### src/rtl/nor_seq_pkg.sv
package nor_seq_pkg;

  typedef enum logic [1:0] {
    OP_PROG   = 2'd0,
    OP_ERASE  = 2'd1,
    OP_LOCK   = 2'd2,
    OP_UNLOCK = 2'd3
  } op_e;

  localparam logic [1:0] RES_OK   = 2'd0;
  localparam logic [1:0] RES_FAIL = 2'd1;
  localparam logic [1:0] RES_NERA = 2'd2;

  localparam logic [7:0] CMD_CLR    = 8'h50;
  localparam logic [7:0] CMD_ARRAY  = 8'hFF;
  localparam logic [7:0] CMD_PSET   = 8'h40;
  localparam logic [7:0] CMD_ESET   = 8'h20;
  localparam logic [7:0] CMD_CONF   = 8'hD0;
  localparam logic [7:0] CMD_SUSP   = 8'hB0;
  localparam logic [7:0] CMD_LSET   = 8'h60;
  localparam logic [7:0] CMD_LOCK   = 8'h01;
  localparam logic [7:0] CMD_QUERY  = 8'h90;

  typedef enum logic [1:0] {
    AS_TGT  = 2'd0,
    AS_BASE = 2'd1,
    AS_QRY  = 2'd2
  } asel_e;

  typedef struct packed {
    logic       rd;
    logic       last;
    logic       use_data;
    asel_e      asel;
    logic [7:0] cmd;
  } step_t;

endpackage

### src/rtl/nor_seq_script.sv
module nor_seq_script
  import nor_seq_pkg::*;
(
  input  op_e        op,
  input  logic [2:0] idx,
  output step_t      step
);

  always_comb begin
    step.rd       = 1'b0;
    step.last     = 1'b0;
    step.use_data = 1'b0;
    step.asel     = AS_BASE;
    step.cmd      = CMD_CLR;
    unique case (op)
      OP_PROG: begin
        step.asel = AS_TGT;
        case (idx)
          3'd0:    step.rd  = 1'b1;
          3'd1:    step.cmd = CMD_CLR;
          3'd2:    step.cmd = CMD_ARRAY;
          3'd3:    step.cmd = CMD_PSET;
          default: begin
            step.use_data = 1'b1;
            step.last     = 1'b1;
          end
        endcase
      end
      OP_ERASE: begin
        case (idx)
          3'd0:    step.cmd = CMD_CLR;
          3'd1:    step.cmd = CMD_ESET;
          default: begin
            step.cmd  = CMD_CONF;
            step.last = 1'b1;
          end
        endcase
      end
      default: begin
        case (idx)
          3'd0:    step.cmd = CMD_LSET;
          3'd1:    step.cmd = (op == OP_LOCK) ? CMD_LOCK : CMD_CONF;
          3'd2:    step.cmd = CMD_QUERY;
          default: begin
            step.rd   = 1'b1;
            step.asel = AS_QRY;
            step.last = 1'b1;
          end
        endcase
      end
    endcase
  end

endmodule

### src/rtl/nor_seq_timer.sv
module nor_seq_timer #(
  parameter int CW = 8
) (
  input  logic          clk,
  input  logic          rst,
  input  logic          clr,
  input  logic [CW-1:0] lim,
  output logic          hit
);

  logic [CW-1:0] cnt;

  always_ff @(posedge clk) begin
    if (rst || clr)
      cnt <= '0;
    else if (cnt != {CW{1'b1}})
      cnt <= cnt + 1'b1;
  end

  assign hit = (cnt >= lim);

endmodule

### src/rtl/nor_cmd_seq.sv
module nor_cmd_seq
  import nor_seq_pkg::*;
#(
  parameter int AW       = 22,
  parameter int DW       = 32,
  parameter int BLK_AW   = 15,
  parameter int MIN_WAIT = 50000,
  parameter int TIMEOUT  = 500000
) (
  input  logic          clk,
  input  logic          rst,
  input  logic          req_valid,
  input  logic [1:0]    req_op,
  input  logic [AW-1:0] req_addr,
  input  logic [DW-1:0] req_data,
  output logic          busy,
  output logic          done,
  output logic [1:0]    result,
  output logic          fl_we,
  output logic          fl_re,
  output logic [AW-1:0] fl_addr,
  output logic [DW-1:0] fl_wdata,
  input  logic [DW-1:0] fl_rdata
);

  localparam int LANES = DW / 16;
  localparam int LIMV  = (MIN_WAIT > TIMEOUT) ? MIN_WAIT : TIMEOUT;
  localparam int CW    = $clog2(LIMV + 1);

  function automatic logic [DW-1:0] rep(input logic [7:0] b);
    rep = {LANES{{8'h00, b}}};
  endfunction

  typedef enum logic [3:0] {
    S_IDLE, S_STEP, S_RDW, S_WAIT, S_POLL, S_POLLW, S_SUSP, S_CLR, S_RDA, S_FIN
  } st_e;

  st_e           state;
  op_e           op_q;
  logic [AW-1:0] addr_q;
  logic [DW-1:0] data_q;
  logic [2:0]    idx;
  logic [1:0]    res_q;
  step_t         st;
  logic          hit, tmr_clr;
  logic [CW-1:0] tmr_lim;
  logic [AW-1:0] base, qaddr, step_addr, op_addr;
  logic [LANES-1:0] ln_rdy, ln_err, ln_lk;

  for (genvar g = 0; g < LANES; g++) begin : g_lane
    assign ln_rdy[g] = fl_rdata[16*g + 7];
    assign ln_err[g] = fl_rdata[16*g + 4];
    assign ln_lk[g]  = fl_rdata[16*g];
  end

  assign base  = {addr_q[AW-1:BLK_AW], {BLK_AW{1'b0}}};
  assign qaddr = base | AW'(2);

  always_comb begin
    unique case (st.asel)
      AS_TGT:  step_addr = addr_q;
      AS_QRY:  step_addr = qaddr;
      default: step_addr = base;
    endcase
  end

  assign op_addr = (op_q == OP_PROG) ? addr_q : base;

  nor_seq_script u_script (
    .op   (op_q),
    .idx  (idx),
    .step (st)
  );

  assign tmr_clr = (state == S_IDLE) ||
                   (state == S_STEP && !st.rd && st.last) ||
                   (state == S_WAIT && hit);
  assign tmr_lim = (state == S_WAIT) ? CW'(MIN_WAIT) : CW'(TIMEOUT);

  nor_seq_timer #(.CW(CW)) u_timer (
    .clk (clk),
    .rst (rst),
    .clr (tmr_clr),
    .lim (tmr_lim),
    .hit (hit)
  );

  assign busy = (state != S_IDLE);

  always_ff @(posedge clk) begin
    if (rst) begin
      state    <= S_IDLE;
      op_q     <= OP_PROG;
      addr_q   <= '0;
      data_q   <= '0;
      idx      <= '0;
      res_q    <= RES_OK;
      done     <= 1'b0;
      result   <= RES_OK;
      fl_we    <= 1'b0;
      fl_re    <= 1'b0;
      fl_addr  <= '0;
      fl_wdata <= '0;
    end else begin
      fl_we <= 1'b0;
      fl_re <= 1'b0;
      done  <= 1'b0;
      unique case (state)
        S_IDLE: begin
          if (req_valid) begin
            op_q   <= op_e'(req_op);
            addr_q <= req_addr;
            data_q <= req_data;
            idx    <= '0;
            res_q  <= RES_OK;
            state  <= S_STEP;
          end
        end
        S_STEP: begin
          fl_addr <= step_addr;
          if (st.rd) begin
            fl_re <= 1'b1;
            state <= S_RDW;
          end else begin
            fl_we    <= 1'b1;
            fl_wdata <= st.use_data ? data_q : rep(st.cmd);
            if (st.last)
              state <= (op_q == OP_ERASE) ? S_WAIT : S_POLL;
            else
              idx <= idx + 1'b1;
          end
        end
        S_RDW: begin
          if (op_q == OP_PROG) begin
            if ((fl_rdata & data_q) != data_q) begin
              res_q <= RES_NERA;
              state <= S_FIN;
            end else begin
              idx   <= idx + 1'b1;
              state <= S_STEP;
            end
          end else begin
            if ((op_q == OP_LOCK) ? (&ln_lk) : (~|ln_lk))
              res_q <= RES_OK;
            else
              res_q <= RES_FAIL;
            state <= S_CLR;
          end
        end
        S_WAIT: begin
          if (hit) state <= S_POLL;
        end
        S_POLL: begin
          fl_re   <= 1'b1;
          fl_addr <= op_addr;
          state   <= S_POLLW;
        end
        S_POLLW: begin
          if (&ln_rdy) begin
            res_q <= (op_q == OP_PROG && |ln_err) ? RES_FAIL : RES_OK;
            state <= S_CLR;
          end else if (hit) begin
            state <= S_SUSP;
          end else begin
            state <= S_POLL;
          end
        end
        S_SUSP: begin
          fl_we    <= 1'b1;
          fl_addr  <= op_addr;
          fl_wdata <= rep(CMD_SUSP);
          res_q    <= RES_FAIL;
          state    <= S_CLR;
        end
        S_CLR: begin
          fl_we    <= 1'b1;
          fl_addr  <= op_addr;
          fl_wdata <= rep(CMD_CLR);
          state    <= S_RDA;
        end
        S_RDA: begin
          fl_we    <= 1'b1;
          fl_addr  <= op_addr;
          fl_wdata <= rep(CMD_ARRAY);
          state    <= S_FIN;
        end
        default: begin
          done   <= 1'b1;
          result <= res_q;
          state  <= S_IDLE;
        end
      endcase
    end
  end

endmodule

### config.mk
export PLATFORM = sky130hd
export DESIGN_NAME = nor_cmd_seq
export DESIGN_NICKNAME = d
export VERILOG_FILES = /design/src/rtl/nor_seq_pkg.sv /design/src/rtl/nor_seq_script.sv /design/src/rtl/nor_seq_timer.sv /design/src/rtl/nor_cmd_seq.sv
export SDC_FILE = /design/constraint.sdc
export NUM_CORES = 1
export LEC_CHECK = 0
export BUFFER_PORTS_ARGS = -buffer_cell sky130_fd_sc_hd__buf_2
export CAP_MARGIN = 25
export CORE_MARGIN = 8
export CORE_UTILIZATION = 45
export CTS_CLUSTER_DIAMETER = 200
export DETAILED_ROUTE_END_ITERATION = 12
export HOLD_SLACK_MARGIN = 0.03
export MAX_ROUTING_LAYER = met4
export PLACE_DENSITY = 0.71
export SLEW_MARGIN = 20
export SYNTH_ARGS = -nofsm -noshare
export SYNTH_HDL_FRONTEND = slang
export SYNTH_SLANG_ARGS = --single-unit
### constraint.sdc
create_clock -name clk -period 2.2 [get_ports clk]
set_input_delay 0.11 -clock clk [delete_from_list [all_inputs] [get_ports clk]]
set_output_delay 0.11 -clock clk [all_outputs]
set_load 0.01 [all_outputs]
== Yosys cells after proc, flatten, opt, wreduce, memory -nomap -nowiden ==
Index checks and enable logic that the tools add are counted.

* $add $sub $neg: 2
* Multipliers: 0
* Div/mod/pow operators: 0
* Order comparisons: 1
* Eq/ne operators: 25
* Shift operators: 0
* Mux-type cells: 50
* Bitwise operators: 1
* Reductions and logical operators: 33

{| class="wikitable"
|+ Operators with widths
! operator !! count
|-
| $pmux 32 s4 || 1
|-
| $mux 32 || 2
|-
| $pmux 8 s2 || 3
|-
| $pmux 22 s2 || 1
|-
| $pmux 4 s9 || 1
|-
| $and 32x32->32 || 1
|-
| $ne 32x32->1 || 1
|-
| $pmux 15 s2 || 1
|-
| $mux 4 || 6
|-
| $pmux 8 s3 || 1
|-
| $add 19x1->19 const B || 1
|-
| $ge 19x19->1 || 1
|-
| $mux 19 || 1
|-
| $ne 19x19->1 const B || 1
|-
| $mux 2 || 9
|-
| $mux 3 || 6
|-
| $eq 4x3->1 const B || 4
|-
| $mux 15 || 1
|-
| $ne 2x2->1 const B || 7
|-
| $reduce_bool 4->1 || 3
|-
| $mux 1 || 9
|-
| $pmux 3 s3 || 1
|-
| $reduce_or 9->1 || 1
|-
| $eq 4x2->1 const B || 2
|-
| other kinds (27) || 47
|}

* Bits in registers: 143
* Latch bits: 0
* RAM bits: 0
* Bits in read-only memories: 0
* Input bits: 91
* Output and inout bits: 60
* Word-level logic and storage cells: 125
* Memories: 0

== Logic depth before layout (Yosys ltp) ==
* Depth in word-level cells: 10
* Gate-level depth with buffers: 10
* Mapped depth without buffers: 8

== By module ==
Synthesis repeated with hierarchy kept, for this count alone.

* Cell total of the unflattened synthesis: 866
* Area, all modules: 6,921.6 sq um

{| class="wikitable"
|+ Modules (own cells, without submodules)
! module !! instances !! cells each !! area each (sq um) !! sequential area each (sq um)
|-
| nor_cmd_seq || 1 || 648 || 5,230.0 || 2,482.4
|-
| nor_seq_timer || 1 || 175 || 1,425.1 || 380.4
|-
| nor_seq_script || 1 || 43 || 266.5 || 0.0
|}

== Worst setup path before layout ==
No wires, ideal clock.

* Path kind: register to register
* From: register state[2]
* To: register u_timer.cnt[10]
* Setup time: 0.064 ns
* Arrival: 2.084 ns
* Data required time: 2.136 ns
* Slack: 0.052 ns
* Stages on the path, launching flop included: 11
* Buffers on the path: 2
* Period minus slack after synthesis: 2.148 ns
* Cell sequence: dfxtp_1 buf_4 nand4bb_4 ha_1 a2111o_1 a31oi_1 o2bb2ai_1 a21oi_1 o21ai_2 buf_6 nor2_1

* Word-level cells in the longest chain between the ends: 6
* Elaborated cells on any way between the ends: 11
* Those cells by class: 1 x order compare; 2 x eq/ne; 1 x mux; 7 x reduce/logical

{| class="wikitable"
|+ RTL lines
! what !! line !! text
|-
| from (decl) || nor_cmd_seq.sv:38 || <nowiki>st_e state;</nowiki>
|-
| from (signal assigned) || nor_cmd_seq.sv:128 || <nowiki>state <= (op_q == OP_ERASE) ? S_WAIT : S_POLL;</nowiki>
|-
| $eq 4x2->1 or $eq 4x1->1 (tied branches) || nor_cmd_seq.sv:77, nor_cmd_seq.sv:78, nor_cmd_seq.sv:76 ||
|-
| $mux 19 or $logic_and 1x1->1 (tied branches) || nor_cmd_seq.sv:78, nor_cmd_seq.sv:76 ||
|-
| $ge 19x19->1 or $logic_and 1x1->1 (tied branches) || nor_seq_timer.sv:20, nor_cmd_seq.sv:76 ||
|-
| $logic_and 1x1->1 or $logic_or 1x1->1 (tied branches) || nor_cmd_seq.sv:77, nor_cmd_seq.sv:75 ||
|-
| $logic_or 1x1->1 (*) || nor_cmd_seq.sv:76 || <nowiki>(state == S_STEP && !st.rd && st.last) ||</nowiki>
|-
| $logic_or 1x1->1 (*) || nor_seq_timer.sv:14 || <nowiki>if (rst || clr)</nowiki>
|-
| to (signal assigned) || nor_seq_timer.sv:17 || <nowiki>cnt <= cnt + 1'b1;</nowiki>
|-
| to (decl) || nor_seq_timer.sv:11 || <nowiki>logic [CW-1:0] cnt;</nowiki>
|}

Every way passes the cells marked *; elsewhere a longest branch is shown, timed or not.
A chain may end at the register's enable or synchronous reset.

== Worst setup path in the final report ==
* From: register state[2]
* To: register u_timer.cnt[15]

Same word-level chain as after synthesis.

==> impl_metrics.ini <==
[cts]
cts_setup_buffers = 0
clk-insertion-delay-late_ps = 420
clk_sink_count = 143
cts-htree-levels = 4
clock_tree.buffer_depth = 2
path_clk_slew_ps = 60
total_clock_buffers_created_by_cts = 17
cts.root.buffer_cell = clkbuf_16
cts_tree = built

[power]
total_power_mw = 10.81
power.ir.vdd_worst_mv = 0.6700
power_density_mw_per_mm2 = 1240
leakage_nw = 3.509

[timing]
min_period_ps = 2122
timing_max_transition_violations_final = 0
slew_at_the_pin_closest_to_its_max_slew_limit_ps = 546.4
fin_worst_skew_ps = 7.109
fin_crit_sh_pct = 96.44
setup-violations-final = 0
post-route-worst-setup-slack_ps = 78.35
finalHoldViolCount = 0
slew_headroom_pct = 63.44
clock.fmax_mhz = 471.3

[logic_synthesis]
number_of_different_library_cells_in_the_post_synthesis_netlist = 67
synth_edf_count = 0
synth_area_per_cell_um2 = 7.773
syn_area_mm2 = 0.006467
post_synth_fa_ha_maj_area_fraction_pct = 2.128
synth-async-reset-ratio_pct = 0
synth_xor_xnor_area_share_pct = 2.167
ys_warn_count = 0
combinational_family_with_the_most_area_after_synthesis = simple AND/OR/NAND/NOR gates
yosysSeqAreaShare_pct = 44.26
synth_simple_gate_area_share_pct = 25.58
gate_count_post_synth = 832
dominantRegCellSynth = dfxtp_1
multiplexer_share_of_the_synthesized_area_pct = 1.103
synth_compound_gate_area_share_pct = 18.42
synth.ff_latch_count = 143
syn_nets = 934

[setup_path]
start_kind = register
timing_worst_setup_path_type = register to register
worst-endpoint-required_ps = 2550
worstPathBufferInverterCount = 1
crit_slowest_cell = a2111o_1
critPathTopFamily = compound AO/OA/AOI/OAI gates
end_kind = register
critical_path.cell_chain = nand4bb_4 -> ha_2 -> a2111o_1 -> a31oi_1 -> o2bb2ai_1 -> a21oi_2 -> o21ai_2 -> buf_4 -> nor2_1
ff2ff_setup_slack_ps = 80
cp_slowest_stage_delay_ps = 420
worst-endpoint-arrival_ps = 2470
critical_path_peak_fanout = 10

[routing]
vias = 6613
detailedRoute.firstPassIterationCount = 6
drtIter0Drc = 533
antenna_left = 0
wl_per_cell_um = 16.40
wirelength_mm = 20.19
drc = 0
viasPerCell = 5.372

[grt]
grt_first_pass_wirelength_mm = 31.84
globalRouteTotalUtil_pct = 22.10
initial_antenna_violation_count = 0
grt_max_degree = 54
first_global_vias = 6437
global_route.overflow_total = 0

[placed_design]
buffer_ports.inserted = 150
place.detailed.hpwl_mm = 13.58
placement.setup.worst_slack_ps = 19.96
gp_congestion = 0.8898

[final_layout]
layout.nets = 1135
final_layout_size_suffix_gt1_share_pct = 22.85
relative_area_change_from_synthesis_to_final_layout_pct = 34.75

[floorplanning]
core_area_mm2 = 0.01431
std_cell_rows = 44
initial_core_util_pct = 45.18
floorplan.die.width_um = 135.9
fp.dieArea_mm2 = 0.01846
ios = 151
fp.dieH_um = 135.9

[run_status]
outcome = finished clean

[flow_run]
cap_violations = 0

[hold_path]
holdCritPathClass = input pin to register
-- cells by family (layout without fill, tap and decap cells) --
group,count (synthesis),in the layout
AND/OR/NAND/NOR,359,359
other,0,1
adder cells (fa/ha/maj),11,11
buffers and inverters,98,312
AO/OA/AOI/OAI,198,198
XOR/XNOR,16,16
multiplexers,7,7
flip-flops,143,143
-- routing by layer --
layer	wire, um	track usage (%)	up-vias
li1	-	-	3239
met1	8810	27.81	3024
met2	9194	33.12	290
met3	1505	5.174	60
met4	681	9.945	0
met5	0	-	-
-- worst paths after layout --
check	from	to	cells past startpoint
worst max-delay path	state[2]	u_timer.cnt[15]	9
worst min-delay path	rst	addr_q[1]	2
worst max register to register	state[2]	u_timer.cnt[15]	9
worst min register to register	fl_wdata[13]	fl_wdata[13]	2
-- what timing repair did --
item,4_1_cts,5_1_grt
gates resized for setup,0,7
pin swaps,1,2
hold buffers,56,0
endpoints found under the hold margin,56,0
endpoints found under the setup margin,1,56
-- layout make-up --
class                           count  area, um^2
Clock buffer                       23       478.0
Clock inverter                      9       131.4
Antenna cell                        1       2.502
Inverter                           44       165.2
Sequential cell                   143        2864
Multi-Input combinational cell    591        3229
Fill cell                        1235        5599
Tap cell                          184       230.2
Timing Repair Buffer              236        1614
-- where the power goes --
part           switching [mW]  leakage [nW]  internal, mW
clock                    1.09         0.290          1.87
sequential              0.364          1.16          3.14
combinational            2.67          2.06          1.67
-- placed cells by master (no fill, tap or decap), types with 7 or more instances in the layout --
master,instances
nor3_1,10
clkbuf_16,17
nor4_1,7
buf_2,149
a21oi_1,115
a211oi_1,19
xor2_1,10
ha_1,9
nand4_1,8
nand2_1,189
dfxtp_1,142
nor2_1,64
dlygate4sd3_1,56
o21ai_0,7
buf_4,25
nand3_1,40
inv_1,44
o22ai_1,19
-- state kept, by name, summed over array words and instances, names as in the netlist --
signal,cells
data_q,32
op_q,2
fl_we,1
idx,3
u_timer.cnt,19
res_q,2
result,2
fl_wdata,32
fl_addr,22
done,1
state,4
addr_q,22
fl_re,1
-- through the flow --
| stage | instances | TNS (ps) | hold WS [ps] | utilization [%] | area [um^2] |
|---|---|---|---|---|---|
| 2_1_floorplan | 832 | 0 | 246.0 | - | 6467 |
| 3_3_place_gp | 1142 | 0 | 350.7 | 52.50 | 7515 |
| 3_5_place_dp | 1142 | 0 | 355.9 | 52.50 | 7515 |
| 4_1_cts | 1230 | 0 | 165.2 | 60.67 | 8685 |
| 5_1_grt | 1230 | -17.07 | 182.2 | 60.87 | 8712 |
| 6_report | 1231 | 0 | 183.1 | 60.88 | 8715 |
-- cell usage after synthesis (2+ instances only) --
library cell / number / area [um^2]
a211oi_1: 19 / 142.6
a21o_1: 2 / 15.01
a21oi_1: 116 / 580.6
a31oi_1: 6 / 37.54
a41oi_1: 2 / 17.52
and3_1: 7 / 43.79
and4_1: 4 / 35.03
buf_1: 4 / 15.01
buf_2: 15 / 75.07
buf_4: 4 / 30.03
clkbuf_1: 29 / 108.9
dfxtp_1: 143 / 2863
ha_1: 11 / 137.6
inv_1: 44 / 165.2
mux2i_1: 6 / 60.06
nand2_1: 189 / 709.4
nand2b_1: 5 / 31.28
nand3_1: 41 / 205.2
nand4_1: 8 / 50.05
nor2_1: 65 / 244.0
nor2_2: 2 / 12.51
nor2b_1: 2 / 12.51
nor3_1: 11 / 55.05
nor4_1: 7 / 43.79
nor4b_4: 2 / 47.55
o2111ai_1: 2 / 17.52
o211ai_1: 2 / 15.01
o21ai_0: 7 / 35.03
o21ai_1: 3 / 15.01
o21ai_2: 2 / 17.52
o22a_1: 2 / 17.52
o22ai_1: 19 / 118.9
or2_2: 2 / 12.51
or3_1: 2 / 12.51
xnor2_1: 6 / 52.55
xor2_1: 10 / 87.58
Note: power is estimated with default switching activity, not from simulation.
